### src/rtl/baud_gen_pkg.sv
package baud_gen_pkg;
  localparam int FRAME_BITS     = 10;
  localparam int FRAC_HI_W      = FRAME_BITS - 8;
  localparam int DIV_W          = 16;
  localparam int CNT_W          = 9;
  localparam int CLASSIC_OSR    = 16;
  localparam int CLASSIC_SAMPLE = 7;
  localparam int HS_MODE_CODE   = 3;

  localparam int OFF_DIV_LO  = 'h00;
  localparam int OFF_DIV_HI  = 'h01;
  localparam int OFF_LINECTL = 'h03;
  localparam int OFF_MODE    = 'h09;
  localparam int OFF_SCOUNT  = 'h0A;
  localparam int OFF_SPOINT  = 'h0B;
  localparam int OFF_FRAC_LO = 'h15;
  localparam int OFF_FRAC_HI = 'h16;

  typedef struct packed {
    logic                  hiSpeed;
    logic [DIV_W-1:0]      divisor;
    logic [7:0]            sampleCount;
    logic [7:0]            samplePoint;
    logic [FRAME_BITS-1:0] fracMask;
  } timingCfg_t;

  typedef struct packed {
    logic txRestart;
    logic rxRestart;
  } chanCtl_t;
endpackage

### src/rtl/baud_gen_ctrl.sv
module baud_gen_ctrl
  import baud_gen_pkg::*;
#(
  parameter int ADDR_W      = 5,
  parameter int SYNC_STAGES = 2
) (
  input  logic              clk,
  input  logic              rstN,
  input  logic              regWr,
  input  logic [ADDR_W-1:0] regAddr,
  input  logic [7:0]        regWdata,
  input  logic              rxIn,
  input  logic              rxFrameDone,
  output timingCfg_t        cfg,
  output chanCtl_t          ctl
);
  logic                 dlab;
  logic [7:0]           divLo, divHi, modeReg, sCount, sPoint, fracLo;
  logic [FRAC_HI_W-1:0] fracHi;
  logic [SYNC_STAGES-1:0] syncQ;
  logic                 rxPrev;
  logic                 rxSyncd;
  logic                 startEdge;
  logic                 rxActive;

  // register file; divisor bytes guarded by the latch bit
  always_ff @(posedge clk) begin
    if (!rstN) begin
      dlab    <= 1'b0;
      divLo   <= 8'd1;
      divHi   <= 8'd0;
      modeReg <= 8'd0;
      sCount  <= 8'h00;
      sPoint  <= 8'hFF;
      fracLo  <= 8'h00;
      fracHi  <= '0;
    end else if (regWr) begin
      case (regAddr)
        ADDR_W'(OFF_LINECTL): dlab <= regWdata[7];
        ADDR_W'(OFF_DIV_LO):  if (dlab) divLo <= regWdata;
        ADDR_W'(OFF_DIV_HI):  if (dlab) divHi <= regWdata;
        ADDR_W'(OFF_MODE):    modeReg <= regWdata;
        ADDR_W'(OFF_SCOUNT):  sCount <= regWdata;
        ADDR_W'(OFF_SPOINT):  sPoint <= regWdata;
        ADDR_W'(OFF_FRAC_LO): fracLo <= regWdata;
        ADDR_W'(OFF_FRAC_HI): fracHi <= regWdata[FRAC_HI_W-1:0];
        default: ;
      endcase
    end
  end

  // line synchronizer and start-edge detector
  always_ff @(posedge clk) begin
    if (!rstN) begin
      syncQ  <= '1;
      rxPrev <= 1'b1;
    end else begin
      syncQ  <= {syncQ[SYNC_STAGES-2:0], rxIn};
      rxPrev <= rxSyncd;
    end
  end

  assign rxSyncd   = syncQ[SYNC_STAGES-1];
  assign startEdge = rxPrev & ~rxSyncd;

  always_ff @(posedge clk) begin
    if (!rstN)                      rxActive <= 1'b0;
    else if (regWr)                 rxActive <= 1'b0;
    else if (!rxActive && startEdge) rxActive <= 1'b1;
    else if (rxActive && rxFrameDone) rxActive <= 1'b0;
  end

  always_comb begin
    cfg.hiSpeed     = (modeReg == 8'(HS_MODE_CODE));
    cfg.divisor     = {divHi, divLo};
    cfg.sampleCount = sCount;
    cfg.samplePoint = sPoint;
    cfg.fracMask    = {fracHi, fracLo};
    ctl.txRestart   = regWr;
    ctl.rxRestart   = regWr | ~rxActive;
  end
endmodule

### src/rtl/baud_gen_chan.sv
module baud_gen_chan
  import baud_gen_pkg::*;
(
  input  logic       clk,
  input  logic       rstN,
  input  logic       restart,
  input  timingCfg_t cfg,
  output logic       bitEnd,
  output logic       samplePt,
  output logic       frameDone
);
  localparam int IDX_W    = $clog2(FRAME_BITS);
  localparam int MASK_PAD = 1 << IDX_W;

  logic [DIV_W-1:0]    preCnt, divEff;
  logic                divTick;
  logic [CNT_W-1:0]    tickCnt, lastTick, sampleAt;
  logic [IDX_W-1:0]    bitIdx;
  logic [MASK_PAD-1:0] maskPad;
  logic                stretch, lastBit;

  always_comb begin
    divEff  = (cfg.divisor == '0) ? DIV_W'(1) : cfg.divisor;
    divTick = (preCnt == divEff - DIV_W'(1));
    maskPad = MASK_PAD'(cfg.fracMask);
    stretch = cfg.hiSpeed & maskPad[bitIdx];
    lastBit = (bitIdx == IDX_W'(FRAME_BITS - 1));
    if (cfg.hiSpeed) begin
      lastTick = {1'b0, cfg.sampleCount} + CNT_W'(stretch);
      sampleAt = {1'b0, cfg.samplePoint};
    end else begin
      lastTick = CNT_W'(CLASSIC_OSR - 1);
      sampleAt = CNT_W'(CLASSIC_SAMPLE);
    end
  end

  assign bitEnd    = !restart && divTick && (tickCnt == lastTick);
  assign samplePt  = !restart && divTick && (tickCnt == sampleAt);
  assign frameDone = bitEnd && lastBit;

  always_ff @(posedge clk) begin
    if (!rstN || restart) begin
      preCnt  <= '0;
      tickCnt <= '0;
      bitIdx  <= '0;
    end else if (divTick) begin
      preCnt <= '0;
      if (tickCnt == lastTick) begin
        tickCnt <= '0;
        bitIdx  <= lastBit ? '0 : bitIdx + IDX_W'(1);
      end else begin
        tickCnt <= tickCnt + CNT_W'(1);
      end
    end else begin
      preCnt <= preCnt + DIV_W'(1);
    end
  end
endmodule

### src/rtl/baud_gen.sv
module baud_gen
  import baud_gen_pkg::*;
#(
  parameter int ADDR_W      = 5,
  parameter int SYNC_STAGES = 2
) (
  input  logic              clk,
  input  logic              rstN,
  input  logic              regWr,
  input  logic [ADDR_W-1:0] regAddr,
  input  logic [7:0]        regWdata,
  input  logic              rxIn,
  output logic              txBitStrobe,
  output logic              rxSample
);
  timingCfg_t cfg;
  chanCtl_t   ctl;
  logic       rxDone;
  logic       txSampleUnused, txDoneUnused, rxBitEndUnused;

  baud_gen_ctrl #(.ADDR_W(ADDR_W), .SYNC_STAGES(SYNC_STAGES)) u_ctrl (
    .clk(clk), .rstN(rstN), .regWr(regWr), .regAddr(regAddr),
    .regWdata(regWdata), .rxIn(rxIn), .rxFrameDone(rxDone),
    .cfg(cfg), .ctl(ctl)
  );

  baud_gen_chan u_txChan (
    .clk(clk), .rstN(rstN), .restart(ctl.txRestart), .cfg(cfg),
    .bitEnd(txBitStrobe), .samplePt(txSampleUnused), .frameDone(txDoneUnused)
  );

  baud_gen_chan u_rxChan (
    .clk(clk), .rstN(rstN), .restart(ctl.rxRestart), .cfg(cfg),
    .bitEnd(rxBitEndUnused), .samplePt(rxSample), .frameDone(rxDone)
  );
endmodule

### config.mk
export PLATFORM = sky130hd
export DESIGN_NAME = baud_gen
export DESIGN_NICKNAME = d
export VERILOG_FILES = /design/src/rtl/baud_gen_pkg.sv /design/src/rtl/baud_gen_ctrl.sv /design/src/rtl/baud_gen_chan.sv /design/src/rtl/baud_gen.sv
export SDC_FILE = /design/constraint.sdc
export NUM_CORES = 1
export LEC_CHECK = 0
export BUFFER_PORTS_ARGS = -buffer_cell sky130_fd_sc_hd__buf_2
export CORE_ASPECT_RATIO = 2
export CORE_MARGIN = 3
export CORE_UTILIZATION = 50
export CTS_BUF_LIST = sky130_fd_sc_hd__clkbuf_8
export CTS_CLUSTER_DIAMETER = 50
export CTS_CLUSTER_SIZE = 20
export DETAILED_ROUTE_END_ITERATION = 7
export PLACE_DENSITY_LB_ADDON = 0.2
export SETUP_SLACK_MARGIN = 0.1
export SLEW_MARGIN = 25
export SYNTH_ARGS = -nofsm -noshare
export SYNTH_HDL_FRONTEND = slang
export SYNTH_SLANG_ARGS = --single-unit
export TNS_END_PERCENT = 100
### constraint.sdc
create_clock -name clk -period 5.1 [get_ports clk]
set_input_delay 0.51 -clock clk [delete_from_list [all_inputs] [get_ports clk]]
set_output_delay 0.51 -clock clk [all_outputs]
set_load 0.005 [all_outputs]
Word-level counts from Yosys, hierarchy flattened
Cells that the tools add are included.
{"block": "classes", "n_addsub": 9, "multipliers": 0, "div": 0, "n_lt_le_gt_ge": 2, "eq_ne": 15, "shift": 0, "n_mux": 14, "bitwise": 7, "reduce_logical": 30}
{"cell": "two-way mux 9 bit", "count": 4}
{"cell": "adder 16 x 1 -> 16 bit (second input constant)", "count": 2}
{"cell": "equality test 16 bit", "count": 2}
{"cell": "adder 8 x 1 -> 9 bit", "count": 2}
{"cell": "adder 9 x 1 -> 9 bit (second input constant)", "count": 2}
{"cell": "equality test 9 bit", "count": 2}
{"cell": "logical NOT 16 bit", "count": 1}
{"cell": "two-way mux 16 bit", "count": 1}
{"cell": "AND reduction 2 bit", "count": 8}
{"cell": "subtractor 16 x 1 -> 16 bit (second input constant)", "count": 1}
{"cell": "equality test 5 x 4 -> 1 bit (second input constant)", "count": 3}
{"cell": "equality test 5 bit (second input constant)", "count": 2}
{"cell": "less-than comparator 4 x 5 -> 1 bit (second input constant)", "count": 2}
{"cell": "equality test 9 x 8 -> 1 bit", "count": 1}
{"cell": "adder 4 x 1 -> 4 bit (second input constant)", "count": 2}
{"cell": "binary-select mux 1 bit (select 4 bit)", "count": 2}
{"cell": "equality test 4 bit (second input constant)", "count": 2}
{"cell": "equality test 8 x 2 -> 1 bit (second input constant)", "count": 1}
{"cell": "logical AND 1 bit", "count": 8}
{"cell": "two-way mux 4 bit", "count": 2}
{"cell": "two-way mux 8 bit", "count": 1}
{"cell": "AND reduction 3 bit", "count": 2}
{"cell": "OR reduction 2 bit", "count": 3}
{"cell": "equality test 5 x 1 -> 1 bit (second input constant)", "count": 1}
{"cell": "other kinds (9)", "count": 20}
{"block": "totals", "register_bits": 113, "latch_bits": 0, "ramBits": 0, "rom_bits": 0, "output_inout_bits": 2, "memories": 0}

Depth between registers and ports, before layout
Gate-level depths: netlist (run 1).
{"block": "depth", "word_depth": 11, "ltp_mapped": 19, "mapped_depth_nobuf": 15}

Hierarchy
A second synthesis (run 1) with hierarchy kept.
{"block": "unflattened", "hier_cells": 874, "area_unflattened_um2": 7243.2}
{"mod": "baud_gen_chan", "instances": 2, "cells_each": 331, "area_per_inst_um2": 2548.7, "seq_area_each_um2": 580.6}
{"mod": "baud_gen_ctrl", "instances": 1, "cells_each": 212, "area_per_inst_um2": 2145.8, "seq_area_each_um2": 1101.1}

Least setup slack after synthesis (run 1)
No wires, ideal clock.
{"block": "synth_path", "path_type": "flip-flop to flip-flop", "startpoint": "register u_ctrl.divLo[5]", "endpoint": "register u_rxChan.bitIdx[2]", "arrival_time_ns": 4.910, "required_time_ns": 4.969, "setup_slack_ns": 0.059, "stages_incl_launch_ff": 19, "synth_period_minus_slack_ns": 5.041, "cell_sequence": "dfxtp_1 -> buf_6 -> or4_4 -> buf_6 -> or4_4 -> buf_6 -> nor2_1 -> nor2_1 -> ha_1 -> or3b_2 -> clkbuf_1 -> nor3_1 -> xnor2_1 -> or4b_2 -> or4_4 -> or4b_4 -> clkbuf_1 -> o311ai_1 -> o41ai_1"}
{"block": "synth_between", "elab_chain_cells": 5}
{"item": "start: declaration", "line": "baud_gen_ctrl.sv:18", "text": "logic [7:0] divLo, divHi, modeReg, sCount, sPoint, fracLo;"}
{"item": "start signal: assignment", "line": "baud_gen_ctrl.sv:40", "text": "ADDR_W'(OFF_DIV_LO): if (dlab) divLo <= regWdata;"}
{"item": "logical NOT 16 bit", "line": "baud_gen_chan.sv:23", "text": "divEff = (cfg.divisor == '0) ? DIV_W'(1) : cfg.divisor;"}
{"item": "two-way mux 16 bit *", "line": "baud_gen_chan.sv:23"}
{"item": "subtractor 16 x 1 -> 16 bit *", "line": "baud_gen_chan.sv:24", "text": "divTick = (preCnt == divEff - DIV_W'(1));"}
{"item": "equality test 16 bit *", "line": "baud_gen_chan.sv:24"}
{"item": "AND reduction 2 bit (no source line) *"}
{"item": "end signal: assignment", "line": "baud_gen_chan.sv:50", "text": "bitIdx <= lastBit ? '0 : bitIdx + IDX_W'(1);"}
{"item": "end: declaration", "line": "baud_gen_chan.sv:18", "text": "logic [IDX_W-1:0] bitIdx;"}
Every way passes the cells marked *; elsewhere a longest branch is shown, timed or not.
A chain may end at the register's enable or synchronous reset.

Worst setup path after layout (run 1)
{"block": "layout_path", "startpoint": "register u_ctrl.divLo[6]", "endpoint": "register u_rxChan.tickCnt[2]"}
{"block": "layout_between", "elab_chain_cells": 4}
{"item": "logical NOT 16 bit", "line": "baud_gen_chan.sv:23"}
{"item": "two-way mux 16 bit *", "line": "baud_gen_chan.sv:23"}
{"item": "subtractor 16 x 1 -> 16 bit *", "line": "baud_gen_chan.sv:24"}
{"item": "equality test 16 bit *", "line": "baud_gen_chan.sv:24"}
{"item": "end signal: assignment", "line": "baud_gen_chan.sv:52", "text": "tickCnt <= tickCnt + CNT_W'(1);"}
{"item": "end: declaration", "line": "baud_gen_chan.sv:17", "text": "logic [CNT_W-1:0] tickCnt, lastTick, sampleAt;"}
Marks and branches as above.

==> results of run 1 <==
[worst max-delay path by stage]
stage / startpoint / end / slack (ns) / depth (start not counted)
after global routing: u_txChan.bitIdx[0] / txBitStrobe / 0.13 / 17
after detailed placement: u_ctrl.divLo[7] / u_rxChan.tickCnt[2] / 0.23 / 13
final: u_ctrl.divLo[6] / u_rxChan.tickCnt[2] / 0.32 / 13
after global placement: u_ctrl.divLo[7] / u_rxChan.tickCnt[2] / 0.29 / 13
after CTS: u_txChan.bitIdx[0] / txBitStrobe / 0.13 / 17
after floorplan: u_ctrl.divLo[5] / u_rxChan.tickCnt[2] / 0.14 / 17
[sequential cells by signal (all words and copies together), names as in the netlist, 4 cells and up]
| signal | count |
|---|---|
| u_ctrl.divHi | 8 |
| u_ctrl.divLo | 8 |
| u_ctrl.fracLo | 8 |
| u_ctrl.modeReg | 8 |
| u_ctrl.sCount | 8 |
| u_ctrl.sPoint | 8 |
| u_rxChan.bitIdx | 4 |
| u_rxChan.preCnt | 16 |
| u_rxChan.tickCnt | 9 |
| u_txChan.bitIdx | 4 |
| u_txChan.preCnt | 16 |
| u_txChan.tickCnt | 9 |
[power groups by stage]
stage               Sequential, mW  Clock (mW)  Combinational (mW)
floorplan                    0.909           0              0.0281
global placement             0.911           0              0.0521
detailed placement           0.911           0              0.0531
CTS                          0.890       0.930              0.0532
global route                 0.891       0.969              0.0574
finish                       0.890       0.919              0.0537
[kinds of logic after synthesis]
logic type / after synthesis
adder cells (fa/ha/maj): 9
AO/OA/AOI/OAI: 137
multiplexers: 58
flip-flops: 113
AND/OR/NAND/NOR: 396
buffers and inverters: 76
XOR/XNOR: 83
[per-layer routing]
| metal | track usage | up-vias |
|---|---|---|
| li1 | - | 3162 |
| met1 | 0.251 | 3215 |
| met5 | 0 | - |
| met4 | 0.213 | 0 |
| met3 | 0.0523 | 98 |
| met2 | 0.538 | 226 |
[critical path: cells and delay by family, from the launching register on]
| family | cells | cell delay (ns) |
|---|---|---|
| and+or+nand+nor | 10 | 3.80 |
| AOI/OAI and AO/OA | 1 | 0.15 |
| adders and majority gates | 1 | 0.24 |
| xor gates and xnor gates | 1 | 0.21 |
| DFF | 1 | 0.31 |
[through the flow]
stage | worst slack (ns) | hold slack, ns
final | 0.318 | 0.232
after global routing | 0.131 | 0.207
after CTS | 0.130 | 0.225
after detailed placement | 0.234 | 0.404
after global placement | 0.293 | 0.397
after floorplan | 0.136 | 0.386
[cell usage after synthesis (8+ instances only)]
master | count | share of area
nand3_1 | 50 | 0.035
o21ai_0 | 27 | 0.019
nand2b_1 | 11 | 0.0096
or3_1 | 21 | 0.018
inv_1 | 18 | 0.0094
mux2i_1 | 51 | 0.071
o211ai_1 | 14 | 0.015
or4_1 | 8 | 0.0084
nor2b_1 | 48 | 0.042
nor2_1 | 78 | 0.041
nor4_1 | 12 | 0.010
nand4_1 | 21 | 0.018
a21oi_1 | 36 | 0.025
nor3_1 | 30 | 0.021
and3_1 | 14 | 0.012
clkbuf_1 | 49 | 0.026
xnor2_1 | 47 | 0.057
ha_1 | 9 | 0.016
dfxtp_1 | 113 | 0.32
xor2_1 | 36 | 0.044
nand2_1 | 53 | 0.028
[repair_timing]
item,CTS,global route
pin swaps,0,2
setup buffers,0,2
setup endpoints to repair,1,10
hold buffers,0,0
resized for setup,2,9
[final cells by class]
cell class / instances / area, um^2
multi-input cells: 683 / 4650
clock inverters: 14 / 179
repair buffers: 47 / 308
clock buffers: 18 / 248
flip-flops and latches: 113 / 2270
fillers: 1269 / 6020
inverters: 18 / 67.6
well taps: 189 / 236
[layout by cell type, fill, tap and decap left out, types with 4 or more instances in the layout]
master | synthesis | layout
xor2_1 | 36 | 36
buf_4 | 0 | 29
or3_1 | 21 | 21
o21ai_0 | 27 | 27
o211ai_1 | 14 | 14
o31ai_1 | 5 | 5
mux4_2 | 4 | 4
o41ai_1 | 4 | 4
clkbuf_8 | 0 | 18
nand3b_1 | 6 | 6
nor4b_1 | 4 | 4
clkinv_4 | 0 | 4
a21oi_1 | 36 | 36
or4_1 | 8 | 8
a21boi_0 | 5 | 5
xnor2_1 | 47 | 47
nor2b_1 | 48 | 48
buf_2 | 3 | 18
nor4bb_1 | 4 | 4
nand2b_1 | 11 | 11
a31oi_1 | 6 | 5
nand2_1 | 53 | 53
and4_1 | 7 | 7
mux2i_1 | 51 | 51
nand3_1 | 50 | 50
ha_1 | 9 | 7
and3_1 | 14 | 13
dfxtp_1 | 113 | 112
nor2_1 | 78 | 78
inv_1 | 18 | 18
o21a_1 | 5 | 5
nor3b_1 | 7 | 6
nor4_1 | 12 | 11
nor3_1 | 30 | 30
nand4_1 | 21 | 21
==> results.yml, run 1 <==
timing:
  setup_tns_ns: 0
  period_needed_ns: 4.78
  maxSlewViolCount: 0
  rsz0062_at_grt: "false"
  clock_skew_ns: 0.0201
  fin_crit_sh: 0.938
  worst_pin_slew_ns: 0.868
  final_hold_viol_count: 0
  fmax_mhz: 209
  setup_viol: 0
  slew_headroom: 0.416
drt:
  wl_met2_mm: 12.1
  routed-via-count: 6701
  drt_first_pass_iters: 5
  wl_per_cell_um: 20.5
  highest_layer: "met4"
  drc_errors: 0
  drtAntennaViolNets: 0
  wl_met1_mm: 7.38
  wl_met3_um: 850
  first_iter_violations: 360
  routed_via_density: 6.19
  wirelength_mm: 22.2
power_and_ir_drop:
  power.density_nw_per_um2: 234
  p_leak_nw: 2.99
  ir_worst_vdd_mv: 0.200
  power_frac_comb: 0.029
  finalPower_mw: 1.86
  seq_power_share: 0.478
  swShare: 0.244
  clkPwrFrac: 0.493
  switching_power_mw: 0.455
  internal_power_mw: 1.41
critical_path:
  reg2reg_to: "u_rxChan.tickCnt[2]"
  rr_worst_depth: 13
  crit_path_top_delay_cell: "or4b_2"
  end_kind: "register"
  path_class: "reg2reg"
  required_ns: 5.47
  cp_slowest_stage_delay_ns: 0.60
  path_cells: "or4_4 -> or4_4 -> nor2_1 -> nor2_1 -> ha_2 -> or3b_4 -> nor3_1 -> xnor2_1 -> or4b_2 -> or4_4 -> or4b_4 -> or4_1 -> a21oi_1"
  crit_path_max_fanout: 6
  r2r-start: "u_ctrl.divLo[6]"
  path_common_cell: "or4_4"
  rrSetupSlack_ns: 0.32
  arrival_ns: 5.16
  cp-start-kind: "register"
logic_synthesis:
  synth-edff-count: 0
  synth_top_family_by_area: "simple AND/OR/NAND/NOR gates"
  yosysUniqueCellTypes: 73
  synthSimpleGateAreaFrac: 0.305
  synthMuxAreaShare: 0.0884
  synth_compound_area_frac: 0.131
  netlist_instances: 872
  synth.yosys.warnings: 0
  synthesis.nets: 898
  seq_area_frac_synth: 0.315
  async_reset_ff_frac: 0
  syn_area_um2: 7180
  synth_fa_ha_area_frac: 0.0157
  avgSynthCellArea_um2: 8.23
  synth-seq-cells: 113
  synth_xor_area_frac: 0.101
  synth_flop_cell: "dfxtp_1"
layout:
  syn_to_final_growth_pct: 10.8
  postLayoutCoreUtil: 0.569
  finalInstanceArea_um2: 7950
  drive_above_1_share: 0.121
  diodes: 0
  final_nets: 906
  stdcell_count: 1082
grt:
  antenna_found_initial: 0
  grt_usage: 0.280
  grt_overflow: 0
  grt_pass1_vias: 6597
  grt_max_degree: 57
  grt_first_pass_wirelength_mm: 34.5
placed_design:
  place_congestion: 1.08
  place_area_um2: 7460
  dp_cells: 1048
  place_hpwl_mm: 16.8
  numPortBuffers: 18
job:
  maxCapViolations: 0
floorplanning:
  die_w_um: 90.7
  rows: 61
  core_area_um2: 14000
  die_h_um: 175
  num_io_pins: 19
  start_util: 0.514
  die_area_um2: 15900
clock_network:
  insertion_delay_ns: 0.45
  cts_buffers: 17
  clk_transition_reported_paths_ns: 0.09
  htree_levels: 4
  cts_tree: "done"
  cts_root_buffer: "clkbuf_8"
  cts_max_path_buffers: 2
  clock-sinks: 113
worst_hold_path:
  holdPathStages: 2
  hold_path.class: "in2reg"
  hold_end: "u_ctrl.syncQ[0]"
  hp-start: "rxIn"
run_status:
  status: "finished clean"
(Power assumes the default switching activity.)
==> inputs of run 2 (changes only) <==
--- a/config.mk
+++ b/config.mk
@@ -14,6 +14,7 @@
 export CTS_CLUSTER_SIZE = 20
 export DETAILED_ROUTE_END_ITERATION = 7
 export PLACE_DENSITY_LB_ADDON = 0.2
+export REMOVE_ABC_BUFFERS = 1
 export SETUP_SLACK_MARGIN = 0.1
 export SLEW_MARGIN = 25
 export SYNTH_ARGS = -nofsm -noshare
==> constraint.sdc (replaced) <==
create_clock -name clk -period 3.9 [get_ports clk]
set_input_delay 0.39 -clock clk [delete_from_list [all_inputs] [get_ports clk]]
set_output_delay 0.39 -clock clk [all_outputs]
set_load 0.005 [all_outputs]
==> run 2 against run 1 <==
  * The run now ends with negative setup slack left
  * Via count grew 7.4%
  * Die area is the same
  * Largest cell class unchanged
  * Worst setup slack lost 0.97 ns
  * Non-clock buffer count grew 67
  * Final area grew 13%
  * Hold slack lost 0.11 ns
==> results.yml, run 2 (synthesis results as in run 1) <==
drt:
  drc_errors: 0
  routed-via-count: 7198
  routed_via_density: 6.26
  first_iter_violations: 351
  drt_first_pass_iters: 5
  wl_per_cell_um: 21.6
  wirelength_mm: 24.8
  drtAntennaViolNets: 0
layout:
  final_nets: 974
  final_common_cell: "dfxtp_1"
  finalInstanceArea_um2: 8950
  mostFrequentLayoutCells: "dfxtp_1, buf_4, nor2_1"
  postLayoutCoreUtil: 0.641
  drive_above_1_share: 0.248
  diodes: 0
  largest_registers: "u_rxChan.preCnt: 16 flops, u_txChan.preCnt: 16 flops"
  syn_to_final_growth_pct: 24.6
  stdcell_count: 1150
clock_network:
  cts_max_path_buffers: 2
  htree_levels: 4
  insertion_delay_ns: 0.45
  clock-sinks: 113
  clk_transition_reported_paths_ns: 0.09
  cts_buffers: 17
  cts_root_buffer: "clkbuf_8"
  holdBufCountCts: 0
  cts_tree: "done"
grt:
  grt_pass1_vias: 7403
  top_usage_layer: "met2"
  met1_usage: 0.272
  grt_first_pass_wirelength_mm: 38.5
  grt_usage: 0.312
  grt_overflow: 0
  grt_max_degree: 56
  antenna_found_initial: 0
  use_met2: 0.599
  grtUsageMet3: 0.0480
timing:
  fmax_mhz: 220
  fin_ws_ns: -0.650
  setup_tns_ns: -21.49
  slew_headroom: 0.294
  rsz0062_at_grt: "true"
  final_hold_viol_count: 0
  setup_viol: 61
  maxSlewViolCount: 0
  period_needed_ns: 4.55
  fin_crit_sh: 1.17
  worst_pin_slew_ns: 1.06
  clock_skew_ns: 0.0161
placed_design:
  place_area_um2: 7920
  place_congestion: 1.08
  numPortBuffers: 18
  place_hpwl_mm: 18.0
  dp_cells: 1106
critical_path:
  path_class: "reg2out"
  cp-start-kind: "register"
  arrival_ns: 4.16
  end_kind: "output port"
  crit_path_max_fanout: 4
  required_ns: 3.51
floorplanning:
  core_area_um2: 14000
  num_io_pins: 19
  start_util: 0.514
  die_area_um2: 15900
  rows: 61
  die_h_um: 175
  die_w_um: 90.7
job:
  maxCapViolations: 0
power_and_ir_drop:
  p_leak_nw: 3.46
  power.density_nw_per_um2: 257
  ir_worst_vdd_mv: 0.264
worst_hold_path:
  hold_path.class: "in2reg"
run_status:
  status: "finished with violations"
  failed_checks: "negative setup slack"
[run 2: path summary, 6_finish.rpt]
kind,startpoint,endpoint,slack [ns],cells past startpoint
worst max-delay path,u_txChan.bitIdx[0],txBitStrobe,-0.65,17
worst min-delay path,rxIn,u_ctrl.syncQ[0],0.12,2
worst max register to register,u_ctrl.divLo[7],u_rxChan.tickCnt[3],-0.64,15
worst min register to register,u_ctrl.syncQ[0],u_ctrl.syncQ[1],0.43,1
[run 2: timing repair]
item,4_1_cts,5_1_grt
resized for setup,80,49
gates cloned,3,0
setup endpoints to repair,61,61
pin swaps,50,39
setup buffers,6,5
[run 2: worst max-delay path, stage by stage, from the launching register on]
cell	delay (ns)
dfxtp_4	0.38
buf_4	0.11
mux4_2	0.54
a31oi_4	0.23
buf_6	0.13
nor2_1	0.04
ha_2	0.18
ha_4	0.18
and3_1	0.19
or3_1	0.33
a311o_1	0.34
o311a_1	0.12
nor4_2	0.20
buf_4	0.17
nand4_1	0.17
buf_4	0.21
nor2_4	0.06
buf_2	0.11
[run 2: stage by stage]
stage / hold slack, ns / worst slack (ns) / power [mW]
floorplan: 0.386 / -0.898 / 1.22
detailed placement: 0.408 / -0.757 / 1.26
finish: 0.119 / -0.650 / 2.30
CTS: 0.109 / -0.679 / 2.30
global placement: 0.398 / -0.677 / 1.26
global route: 0.129 / -0.785 / 2.36
[run 2: area by class of cell]
class / instances / area [um^2]
repair buffers: 114 / 951
clock buffers: 18 / 248
well taps: 189 / 236
multi-input cells: 684 / 5060
fillers: 1207 / 5020
inverters: 18 / 67.6
clock inverters: 14 / 120
flip-flops and latches: 113 / 2270
[run 2: power by group]
part | switching [mW] | internal (mW) | leakage [nW]
combinational | 0.0480 | 0.0300 | 2.38
clock | 0.580 | 0.474 | 0.176
sequential | 0.00639 | 1.16 | 0.913
total | 0.634 | 1.66 | 3.46
[run 2: layer usage]
layer | part of all wire | vias up
met5 | 0 | -
met4 | 0.10 | 0
met3 | 0.038 | 142
met2 | 0.54 | 287
met1 | 0.32 | 3453
li1 | - | 3316
